<file path="config.mk">
export PLATFORM = sky130hd
export DESIGN_NAME = xc_tx_engine
export DESIGN_NICKNAME = d
export VERILOG_FILES = /design/src/rtl/xc_tx_pkg.sv /design/src/rtl/xc_tx_seq.sv /design/src/rtl/xc_tx_lane.sv /design/src/rtl/xc_tx_datapath.sv /design/src/rtl/xc_tx_engine.sv
export SDC_FILE = /design/constraint.sdc
export NUM_CORES = 1
export LEC_CHECK = 0
export ABC_AREA = 1
export BUFFER_PORTS_ARGS = -buffer_cell sky130_fd_sc_hd__buf_2
export CAP_MARGIN = 5
export CORE_AREA = 4 4 89 174
export DETAILED_ROUTE_END_ITERATION = 12
export DIE_AREA = 0 0 93 178
export GPL_TIMING_DRIVEN = 0
export PLACE_DENSITY = 0.67
export SETUP_SLACK_MARGIN = 0.02
export SLEW_MARGIN = 25
export SYNTH_ARGS = -nofsm -noshare
export SYNTH_HDL_FRONTEND = slang
export SYNTH_SLANG_ARGS = --single-unit
</file>
<file path="constraint.sdc">
create_clock -name clk -period 1.9 [get_ports clk]
set_input_delay 0.38 -clock clk [delete_from_list [all_inputs] [get_ports clk]]
set_output_delay 0.38 -clock clk [all_outputs]
set_load 0.1 [all_outputs]
</file>
<file path="src/rtl/xc_tx_pkg.sv">
package xc_tx_pkg;

  // Strobes from the sequencer to the datapath, valid in the last clock
  // of a bit position and describing the position about to begin.
  typedef struct packed {
    logic bitEnd;        // current bit position ends at this edge
    logic nextFraming;   // next position is the framing bit
    logic nextSlotStart; // next position is bit 0 of a timeslot
  } seqStrobe_t;

endpackage

</file>
<file path="src/rtl/xc_tx_seq.sv">
module xc_tx_seq
  import xc_tx_pkg::*;
#(
  parameter int NUM_PORTS = 8,
  parameter int NUM_SLOTS = 24,
  parameter int SLOT_BITS = 8,
  parameter int PORT_W    = 3,
  parameter int SLOT_W    = 5,
  parameter int BIT_W     = 3
) (
  input  logic                     clk,
  input  logic                     rstN,
  output seqStrobe_t               strobe,
  output logic [PORT_W-1:0]        phase,
  output logic                     mapRdEn,
  output logic [PORT_W+SLOT_W-1:0] mapRdAddr,
  output logic                     txSync,
  output logic                     txChanStart
);

  localparam logic [PORT_W-1:0] LAST_PORT  = PORT_W'(NUM_PORTS - 1);
  localparam logic [SLOT_W-1:0] LAST_SLOT  = SLOT_W'(NUM_SLOTS - 1);
  localparam logic [BIT_W-1:0]  LAST_BIT   = BIT_W'(SLOT_BITS - 1);
  localparam logic [BIT_W-1:0]  FETCH_BIT  = BIT_W'(SLOT_BITS - 2);

  logic              framing;
  logic [SLOT_W-1:0] slotIdx;
  logic [BIT_W-1:0]  bitIdx;
  logic              lastBit;
  logic              lastSlot;
  logic              fetchFirst;
  logic              fetchNext;
  logic [SLOT_W-1:0] fetchSlot;

  assign lastBit  = (bitIdx == LAST_BIT);
  assign lastSlot = (slotIdx == LAST_SLOT);

  // Timing strobes for the position that follows the current one.
  assign strobe.bitEnd        = (phase == LAST_PORT);
  assign strobe.nextFraming   = !framing && lastBit && lastSlot;
  assign strobe.nextSlotStart = framing || (lastBit && !lastSlot);

  // Prefetch window: the bit position two before the target slot's first bit.
  // Slot 0 is fetched in the last bit of the final slot, across the framing bit.
  assign fetchFirst = !framing && lastBit && lastSlot;
  assign fetchNext  = !framing && (bitIdx == FETCH_BIT) && !lastSlot;
  assign fetchSlot  = fetchFirst ? '0 : slotIdx + SLOT_W'(1);

  assign mapRdEn   = fetchFirst || fetchNext;
  assign mapRdAddr = {phase, fetchSlot};

  // Port phase: one clock per port inside each bit position.
  always_ff @(posedge clk or negedge rstN) begin
    if (!rstN) begin
      phase <= '0;
    end else if (strobe.bitEnd) begin
      phase <= '0;
    end else begin
      phase <= phase + PORT_W'(1);
    end
  end

  // Frame position: framing flag, slot and bit counters.
  // Reset lands two positions before the framing bit so slot 0 is prefetched.
  always_ff @(posedge clk or negedge rstN) begin
    if (!rstN) begin
      framing <= 1'b0;
      slotIdx <= LAST_SLOT;
      bitIdx  <= FETCH_BIT;
    end else if (strobe.bitEnd) begin
      if (framing) begin
        framing <= 1'b0;
        slotIdx <= '0;
        bitIdx  <= '0;
      end else if (lastBit) begin
        bitIdx <= '0;
        if (lastSlot) begin
          framing <= 1'b1;
        end else begin
          slotIdx <= slotIdx + SLOT_W'(1);
        end
      end else begin
        bitIdx <= bitIdx + BIT_W'(1);
      end
    end
  end

  // Registered line timing outputs.
  always_ff @(posedge clk or negedge rstN) begin
    if (!rstN) begin
      txSync      <= 1'b0;
      txChanStart <= 1'b0;
    end else if (strobe.bitEnd) begin
      txSync      <= strobe.nextFraming;
      txChanStart <= strobe.nextSlotStart;
    end
  end

endmodule

</file>
<file path="src/rtl/xc_tx_lane.sv">
module xc_tx_lane
  import xc_tx_pkg::*;
#(
  parameter int DATA_W = 8
) (
  input  logic              clk,
  input  logic              rstN,
  input  seqStrobe_t        strobe,
  input  logic              wrEn,
  input  logic [DATA_W-1:0] wrData,
  output logic              serOut
);

  logic [DATA_W-1:0] holdByte;
  logic [DATA_W-1:0] shiftReg;

  // Holding register: the byte fetched for the upcoming timeslot.
  always_ff @(posedge clk or negedge rstN) begin
    if (!rstN) begin
      holdByte <= '0;
    end else if (wrEn) begin
      holdByte <= wrData;
    end
  end

  // Output shifter, MSB first, advanced once per bit position.
  always_ff @(posedge clk or negedge rstN) begin
    if (!rstN) begin
      shiftReg <= '0;
    end else if (strobe.bitEnd) begin
      if (strobe.nextFraming) begin
        shiftReg <= '0;
      end else if (strobe.nextSlotStart) begin
        shiftReg <= holdByte;
      end else begin
        shiftReg <= {shiftReg[DATA_W-2:0], 1'b0};
      end
    end
  end

  assign serOut = shiftReg[DATA_W-1];

endmodule

</file>
<file path="src/rtl/xc_tx_datapath.sv">
module xc_tx_datapath
  import xc_tx_pkg::*;
#(
  parameter int NUM_PORTS = 8,
  parameter int PORT_W    = 3,
  parameter int BUF_AW    = 8,
  parameter int DATA_W    = 8
) (
  input  logic                 clk,
  input  logic                 rstN,
  input  seqStrobe_t           strobe,
  input  logic                 mapRdEn,
  input  logic [PORT_W-1:0]    phase,
  input  logic [BUF_AW-1:0]    mapRdData,
  output logic                 bufRdEn,
  output logic [BUF_AW-1:0]    bufRdAddr,
  input  logic [DATA_W-1:0]    bufRdData,
  output logic [NUM_PORTS-1:0] txSer
);

  logic              mapValid;
  logic [PORT_W-1:0] mapTag;
  logic              bufValid;
  logic [PORT_W-1:0] bufTag;

  // Two-stage tag pipeline following the map read and the buffer read.
  always_ff @(posedge clk or negedge rstN) begin
    if (!rstN) begin
      mapValid <= 1'b0;
      mapTag   <= '0;
      bufValid <= 1'b0;
      bufTag   <= '0;
    end else begin
      mapValid <= mapRdEn;
      mapTag   <= phase;
      bufValid <= mapValid;
      bufTag   <= mapTag;
    end
  end

  // The map word is the receive buffer address.
  assign bufRdEn   = mapValid;
  assign bufRdAddr = mapRdData;

  for (genvar g = 0; g < NUM_PORTS; g++) begin : gLane
    logic laneWr;
    assign laneWr = bufValid && (bufTag == PORT_W'(g));

    xc_tx_lane #(
      .DATA_W (DATA_W)
    ) uLane (
      .clk    (clk),
      .rstN   (rstN),
      .strobe (strobe),
      .wrEn   (laneWr),
      .wrData (bufRdData),
      .serOut (txSer[g])
    );
  end

endmodule

</file>
<file path="src/rtl/xc_tx_engine.sv">
module xc_tx_engine
  import xc_tx_pkg::*;
#(
  parameter int NUM_PORTS = 8,
  parameter int NUM_SLOTS = 24,
  parameter int SLOT_BITS = 8,
  parameter int BUF_AW    = 8
) (
  input  logic                                      clk,
  input  logic                                      rstN,
  output logic                                      mapRdEn,
  output logic [$clog2(NUM_PORTS)+$clog2(NUM_SLOTS)-1:0] mapRdAddr,
  input  logic [BUF_AW-1:0]                         mapRdData,
  output logic                                      bufRdEn,
  output logic [BUF_AW-1:0]                         bufRdAddr,
  input  logic [SLOT_BITS-1:0]                      bufRdData,
  output logic [NUM_PORTS-1:0]                      txSer,
  output logic                                      txSync,
  output logic                                      txChanStart
);

  localparam int PORT_W = $clog2(NUM_PORTS);
  localparam int SLOT_W = $clog2(NUM_SLOTS);
  localparam int BIT_W  = $clog2(SLOT_BITS);
  localparam int ADDR_W = PORT_W + SLOT_W;

  seqStrobe_t        strobe;
  logic [PORT_W-1:0] seqPhase;

  xc_tx_seq #(
    .NUM_PORTS (NUM_PORTS),
    .NUM_SLOTS (NUM_SLOTS),
    .SLOT_BITS (SLOT_BITS),
    .PORT_W    (PORT_W),
    .SLOT_W    (SLOT_W),
    .BIT_W     (BIT_W)
  ) uSeq (
    .clk         (clk),
    .rstN        (rstN),
    .strobe      (strobe),
    .phase       (seqPhase),
    .mapRdEn     (mapRdEn),
    .mapRdAddr   (mapRdAddr),
    .txSync      (txSync),
    .txChanStart (txChanStart)
  );

  xc_tx_datapath #(
    .NUM_PORTS (NUM_PORTS),
    .PORT_W    (PORT_W),
    .BUF_AW    (BUF_AW),
    .DATA_W    (SLOT_BITS)
  ) uDp (
    .clk       (clk),
    .rstN      (rstN),
    .strobe    (strobe),
    .mapRdEn   (mapRdEn),
    .phase     (seqPhase),
    .mapRdData (mapRdData),
    .bufRdEn   (bufRdEn),
    .bufRdAddr (bufRdAddr),
    .bufRdData (bufRdData),
    .txSer     (txSer)
  );

endmodule

</file>
Word-level counts from Yosys, hierarchy flattened

Index checks and enable logic that the tools add are counted.

Register bits: 150
Bits of input ports: 18
Word-level logic and storage cells: 87

Add/subtract/negate cells: 3
Equality and inequality tests: 12
Muxes and demuxes: 26
Reductions and logical operators: 20

Operators by type and width:

| operator              | number |
|---|---|
| $mux W8               | 16 |
| $eq A3 B3 Y1 const B  | 7 |
| $mux W5               | 4 |
| $logic_and A1 B1 Y1   | 13 |
| $mux W3               | 3 |
| $add A3 B1 Y3 const B | 2 |
| $eq A3 B2 Y1 const B  | 2 |
| $add A5 B1 Y5 const B | 1 |
| $eq A5 B5 Y1 const B  | 1 |
| $eq A3 B1 Y1 const B  | 1 |
| $logic_not A3 Y1      | 1 |
| $mux W1               | 3 |
| $reduce_and A3 Y1     | 1 |
| $logic_not A1 Y1      | 2 |
| $logic_or A1 B1 Y1    | 2 |
| $ne A2 B1 Y1 const B  | 1 |
| $reduce_bool A2 Y1    | 1 |

Logic depth before layout (Yosys ltp)

Depth in word-level cells: 6
Mapped depth: 10
Depth with buffers taken out: 8

Cells and area by module

From an unflattened synthesis, not the netlist that was laid out.

Cell total of the unflattened synthesis: 846
Area, all modules: 6915.4 um^2

Modules (own cells, without submodules):

| module         | times used | cells each | area each (um^2) | sequential area each (um^2) |
|---|---|---|---|---|
| xc_tx_lane     | 8          | 90         | 720.7            | 400.4 |
| xc_tx_seq      | 1          | 93         | 825.8            | 357.8 |
| xc_tx_datapath | 1          | 33         | 324.1            | 200.2 |

Worst setup path before layout

No wires, ideal clock.

Path type: reg-to-output
Start: register uSeq.framing
End: output port mapRdEn
Arrival: 2880 ps
Required time: 1520 ps
Setup slack: -1360 ps
Stages on the path, launching flop included: 5
Cells stage by stage: dfrtp_1 inv_2 buf_2 nand3_1 o21ai_0

Longest elaborated chain between the ends: 4
Elaborated cells between the ends (all ways): 6

Ends and longest elaborated chain:

| item                                                 | line                             | RTL |
|---|---|---|
| from (decl)                                          | xc_tx_seq.sv:26                  | `logic framing;` |
| from (signal assigned)                               | xc_tx_seq.sv:67                  | `framing <= 1'b0;` |
| from (signal assigned)                               | xc_tx_seq.sv:72                  | `framing <= 1'b0;` |
| from (signal assigned)                               | xc_tx_seq.sv:78                  | `framing <= 1'b1;` |
| $logic_not A1 Y1 *                                   | xc_tx_seq.sv:45, xc_tx_seq.sv:46 |  |
| $logic_and A1 B1 Y1 (on tied branches) (2 in series) | xc_tx_seq.sv:45, xc_tx_seq.sv:46 |  |
| $logic_or A1 B1 Y1 *                                 | xc_tx_seq.sv:49                  | `assign mapRdEn = fetchFirst \|\| fetchNext;` |
| to (decl)                                            | xc_tx_engine.sv:11               | `output logic mapRdEn,` |

Mark *: on every way between the ends. The rest lies on a longest branch, timed or not.

Worst setup path after layout

Start: register uSeq.bitIdx[1]
End: output port mapRdAddr[3]

Longest elaborated chain between the ends: 4

Ends and longest elaborated chain:

| item                              | line               | RTL |
|---|---|---|
| from (decl)                       | xc_tx_seq.sv:28    | `logic [BIT_W-1:0] bitIdx;` |
| from (signal assigned)            | xc_tx_seq.sv:83    | `bitIdx <= bitIdx + BIT_W'(1);` |
| $eq A3 B3 Y1                      | xc_tx_seq.sv:35    | `assign lastBit = (bitIdx == LAST_BIT);` |
| $logic_and A1 B1 Y1 (2 in series) | xc_tx_seq.sv:45    | `assign fetchFirst = !framing && lastBit && lastSlot;` |
| $mux W5                           | xc_tx_seq.sv:47    | `assign fetchSlot = fetchFirst ? '0 : slotIdx + SLOT_W'(1);` |
| to (decl)                         | xc_tx_engine.sv:12 | `output logic [$clog2(NUM_PORTS)+$clog2(NUM_SLOTS)-1:0] mapRdAddr,` |

No other way between the ends.

==> metrics.md <==
| Metric | Value |
|---|---|
| Critical Path AT | `1.87 ns` |
| Total track usage | `a little under a quarter` |
| CTS Root Cell | `clkbuf_16` |
| CP max-delay cell | `dfstp_2` |
| Die Span Y | `roughly 180 µm` |
| Commonest non-fill, non-tap cell in the layout | `nand2_1` |
| Finished Core Util | `61.2%` |
| Post-Syn Instances | `about 840` |
| Area grow syn2layout | `24.0%` |
| ANT cells | `0` |
| Worst Max-Slew Pin Slew | `0.750 ns` |
| Share of the synthesized area in the top cell type | `about half` |
| Slew HR | `50.0%` |
| Startpoint Class | `flip-flop` |
| Crit path launch | `uSeq.bitIdx[1]` |
| Clock Power Share | `53.0%` |
| Max Cap Violations | `0` |
| DRT iter0 DRCs | `387` |
| Remaining antenna violation count after routing | `0` |
| Most frequent cells in the layout | `nand2_1, nand3_1, dfrtp_1, inv_1, o21ai_0` |
| RSZ-0062 raised after global routing | `true` |
| Seq/Total Area, Yosys | `54.3%` |
| Chip width | `93 µm` |
| Max Slew Vio Count | `0` |
| Power density cells | `~840 nW/µm²` |
| Initial antenna violation count | `0` |
| Post-synthesis cell type count | `21` |
| Hpwl dp | `12,000 µm` |
| DP Worst Slack | `-0.308 ns` |
| Synth area leaders | `dfrtp_1, nand3_1, nand2_1` |
| Pre-Repair DR Iteration Count | `4` |
| TNS Setup | `-1.72 ns` |
| Total die area | `16,600 µm²` |
| Pint | `5.71 mW` |
| Vias post-DR | `5,727` |
| Placer Congestion | `0.788` |
| Cells along the critical path | `ha_4, ha_4, inv_4, nor2_4, nand2_4, and2_4, buf_12` |
| Net Switching | `1.52 mW` |
| Num ports | `between 40 and 50` |
| Final Skew | `0.00986 ns` |
| Clock buffer depth | `2` |
| Non-filler cells in the finished layout | `1,119` |
| VDD IR max | `0.000667 V` |
| Final period util | `119%` |
| Max Freq | `444 MHz` |
| Number of global-route vias before repair | `5,850` |
| Global-route wire length before repair | `29,400 µm` |
| Clock transition at the registers of the reported paths | `0.06 ns` |
| Tightest Hold Check Type | `input port to flip-flop` |
| Clock sink count | `150` |
| Starting density of the core | `49.4%` |
| CP peak stage delay | `roughly 0.55 ns` |
| Logic pwr share | `approximately 2.8%` |
| Final worst setup slack | `-0.353 ns` |
| Outcome | `finished with violations` |
| DR vias/cell | `5.12` |
| Crit path top cell by count | `ha_4` |
| Inserted Clock Buffers | `17` |
| Syn Std Cell Area | `~6900 µm²` |
| Area post-placement | `7430 µm²` |
| Leakage | `5.00 nW` |
| Crit path buf inv count | `2` |
| Synthesis Warnings | `0` |
| Core Area | `14,000 µm²` |
| Final instance area | `8590 µm²` |
| # DRC | `0` |
| Cell type with the largest total area after synthesis | `dfrtp_1` |
| CTS tree | `yes` |
| Rows | `between 60 and 70` |
| Final Hold Vio Count | `0` |
| CP endpoint kind | `primary output` |
| Required time worst endpoint | `around 1.5 ns` |
| Switching share of power | `21.0%` |
| Synth Area per Inst | `slightly above 8 µm²` |
| Largest net degree at the start of global routing | `79` |
| Worst hold start | `bufRdData[4]` |
| Min cycle time layout | `2.25 ns` |
| FF-to-FF Start | `uSeq.bitIdx[0]` |
| Highest net fanout along the worst path | `4` |
| Port Buffer Count | `37` |
| Final net count | `roughly 940` |
| Total gr overflow | `0` |
| Synthesized net count | `roughly 870` |
| Failing checks | `negative setup slack` |
| Inst Count DP | `approximately 1,100` |
| CP top delay family | `flip-flops` |
| WL final | `18,300 µm` |
| Worst-Skew Late Latency | `0.42 ns` |
| Layout cells sized above 1 | `18.9%` |
| H-tree levels | `4` |
| Setup CP Type | `flip-flop to primary output` |
| Final Setup Violations | `6` |
| FF+latch count, synth | `150` |
| Reg power frac | `44.2%` |
| Wire per inst | `approximately 16 µm` |
[worst min-delay path, delay by kind of cell]
kind / cells / cell delay (ns)
buffers and inverters: 1 / 0.09
AOI/OAI and AO/OA: 1 / 0.06
and+or+nand+nor: 1 / 0.04
[power groups by stage]
stage / Combinational, mW / Clock, mW / Sequential, mW
global route: 0.219 / 3.99 / 3.19
global placement: 0.196 / 0 / 3.25
floorplan: 0.0896 / 0 / 3.25
CTS: 0.207 / 3.86 / 3.19
finish: 0.202 / 3.83 / 3.19
detailed placement: 0.204 / 0 / 3.25
[synth_stat cells (all sizes together)]
library cell / number
nand2: 211
nand3: 174
dfrtp: 144
inv: 142
o21ai: 66
buf: 42
clkbuf: 20
nor2: 16
o22ai: 9
dfstp: 6
ha: 6
a21oi: 2
and2: 2
xor2: 2
nor3: 1
[per-stage QoR]
| stage | hold WS (ns) | total power [mW] |
|---|---|---|
| CTS | 0.180 | 7.26 |
| finish | 0.180 | 7.23 |
| floorplan | 0.0844 | 3.34 |
| detailed placement | 0.336 | 3.46 |
| global placement | 0.334 | 3.45 |
| global route | 0.203 | 7.40 |
[cells by family (layout without fill, tap and decap cells)]
group                      count (synthesis)  count (layout)  synth area share, %
buffers and inverters                    204             291                 13.3
and+or+nand+nor                          404             404                 25.3
adders and majority gates                  6               6                 1.08
xor gates and xnor gates                   2               2                0.253
AOI/OAI and AO/OA                         77              77                 5.78
DFF                                      150             150                 54.3
[state kept, by name (all words and copies together) (netlist names)]
name                      cells
uDp.bufRdEn                   1
uSeq.bitIdx                   3
uDp.bufTag                    3
uDp.bufValid                  1
uSeq.phase                    3
uDp.gLane.uLane.shiftReg     64
uDp.gLane.uLane.holdByte     64
uSeq.txSync                   1
uSeq.txChanStart              1
uDp.mapTag                    3
uSeq.slotIdx                  5
uSeq.framing                  1
[routing by layer]
metal	global-route usage (%)	routed length (µm)	up-vias
met2	41.7	9970	133
li1	-	-	2771
met3	3.59	598	54
met1	25.5	6850	2769
met5	0	0	-
met4	13.1	889	0
[path summary, 6_finish.rpt]
check                                                 end  slack [ns]  cells past startpoint
max                                          mapRdAddr[3]       -0.35                      7
min                        uDp.gLane[7].uLane.holdByte[4]        0.18                      3
max reg2reg                uDp.gLane[0].uLane.shiftReg[7]        0.05                      9
min reg2reg                                 uDp.bufTag[1]        0.35                      0
max in group asynchronous  uDp.gLane[6].uLane.holdByte[3]        0.61                      3
min in group asynchronous                  uSeq.bitIdx[0]        0.51                      2
[what timing repair did]
action	CTS	global route
setup endpoints to repair	70	70
hold buffers	1	0
cloned	0	2
pin swaps	10	11
hold endpoints to repair	70	0
gates resized for setup	51	39
setup buffers	11	3
[layout make-up]
| type | count | area [µm²] |
|---|---|---|
| Clock buffer | 22 | 484 |
| Inverter | 142 | 548 |
| Sequential cell | 150 | 3760 |
| Tap cell | 189 | 236 |
| Fill cell | 1226 | 5450 |
| Timing Repair Buffer | 55 | 478 |
| Multi-Input combinational cell | 489 | 2410 |
| Clock inverter | 10 | 190 |
| Buffer | 62 | 475 |
(Power assumes the default switching activity.)
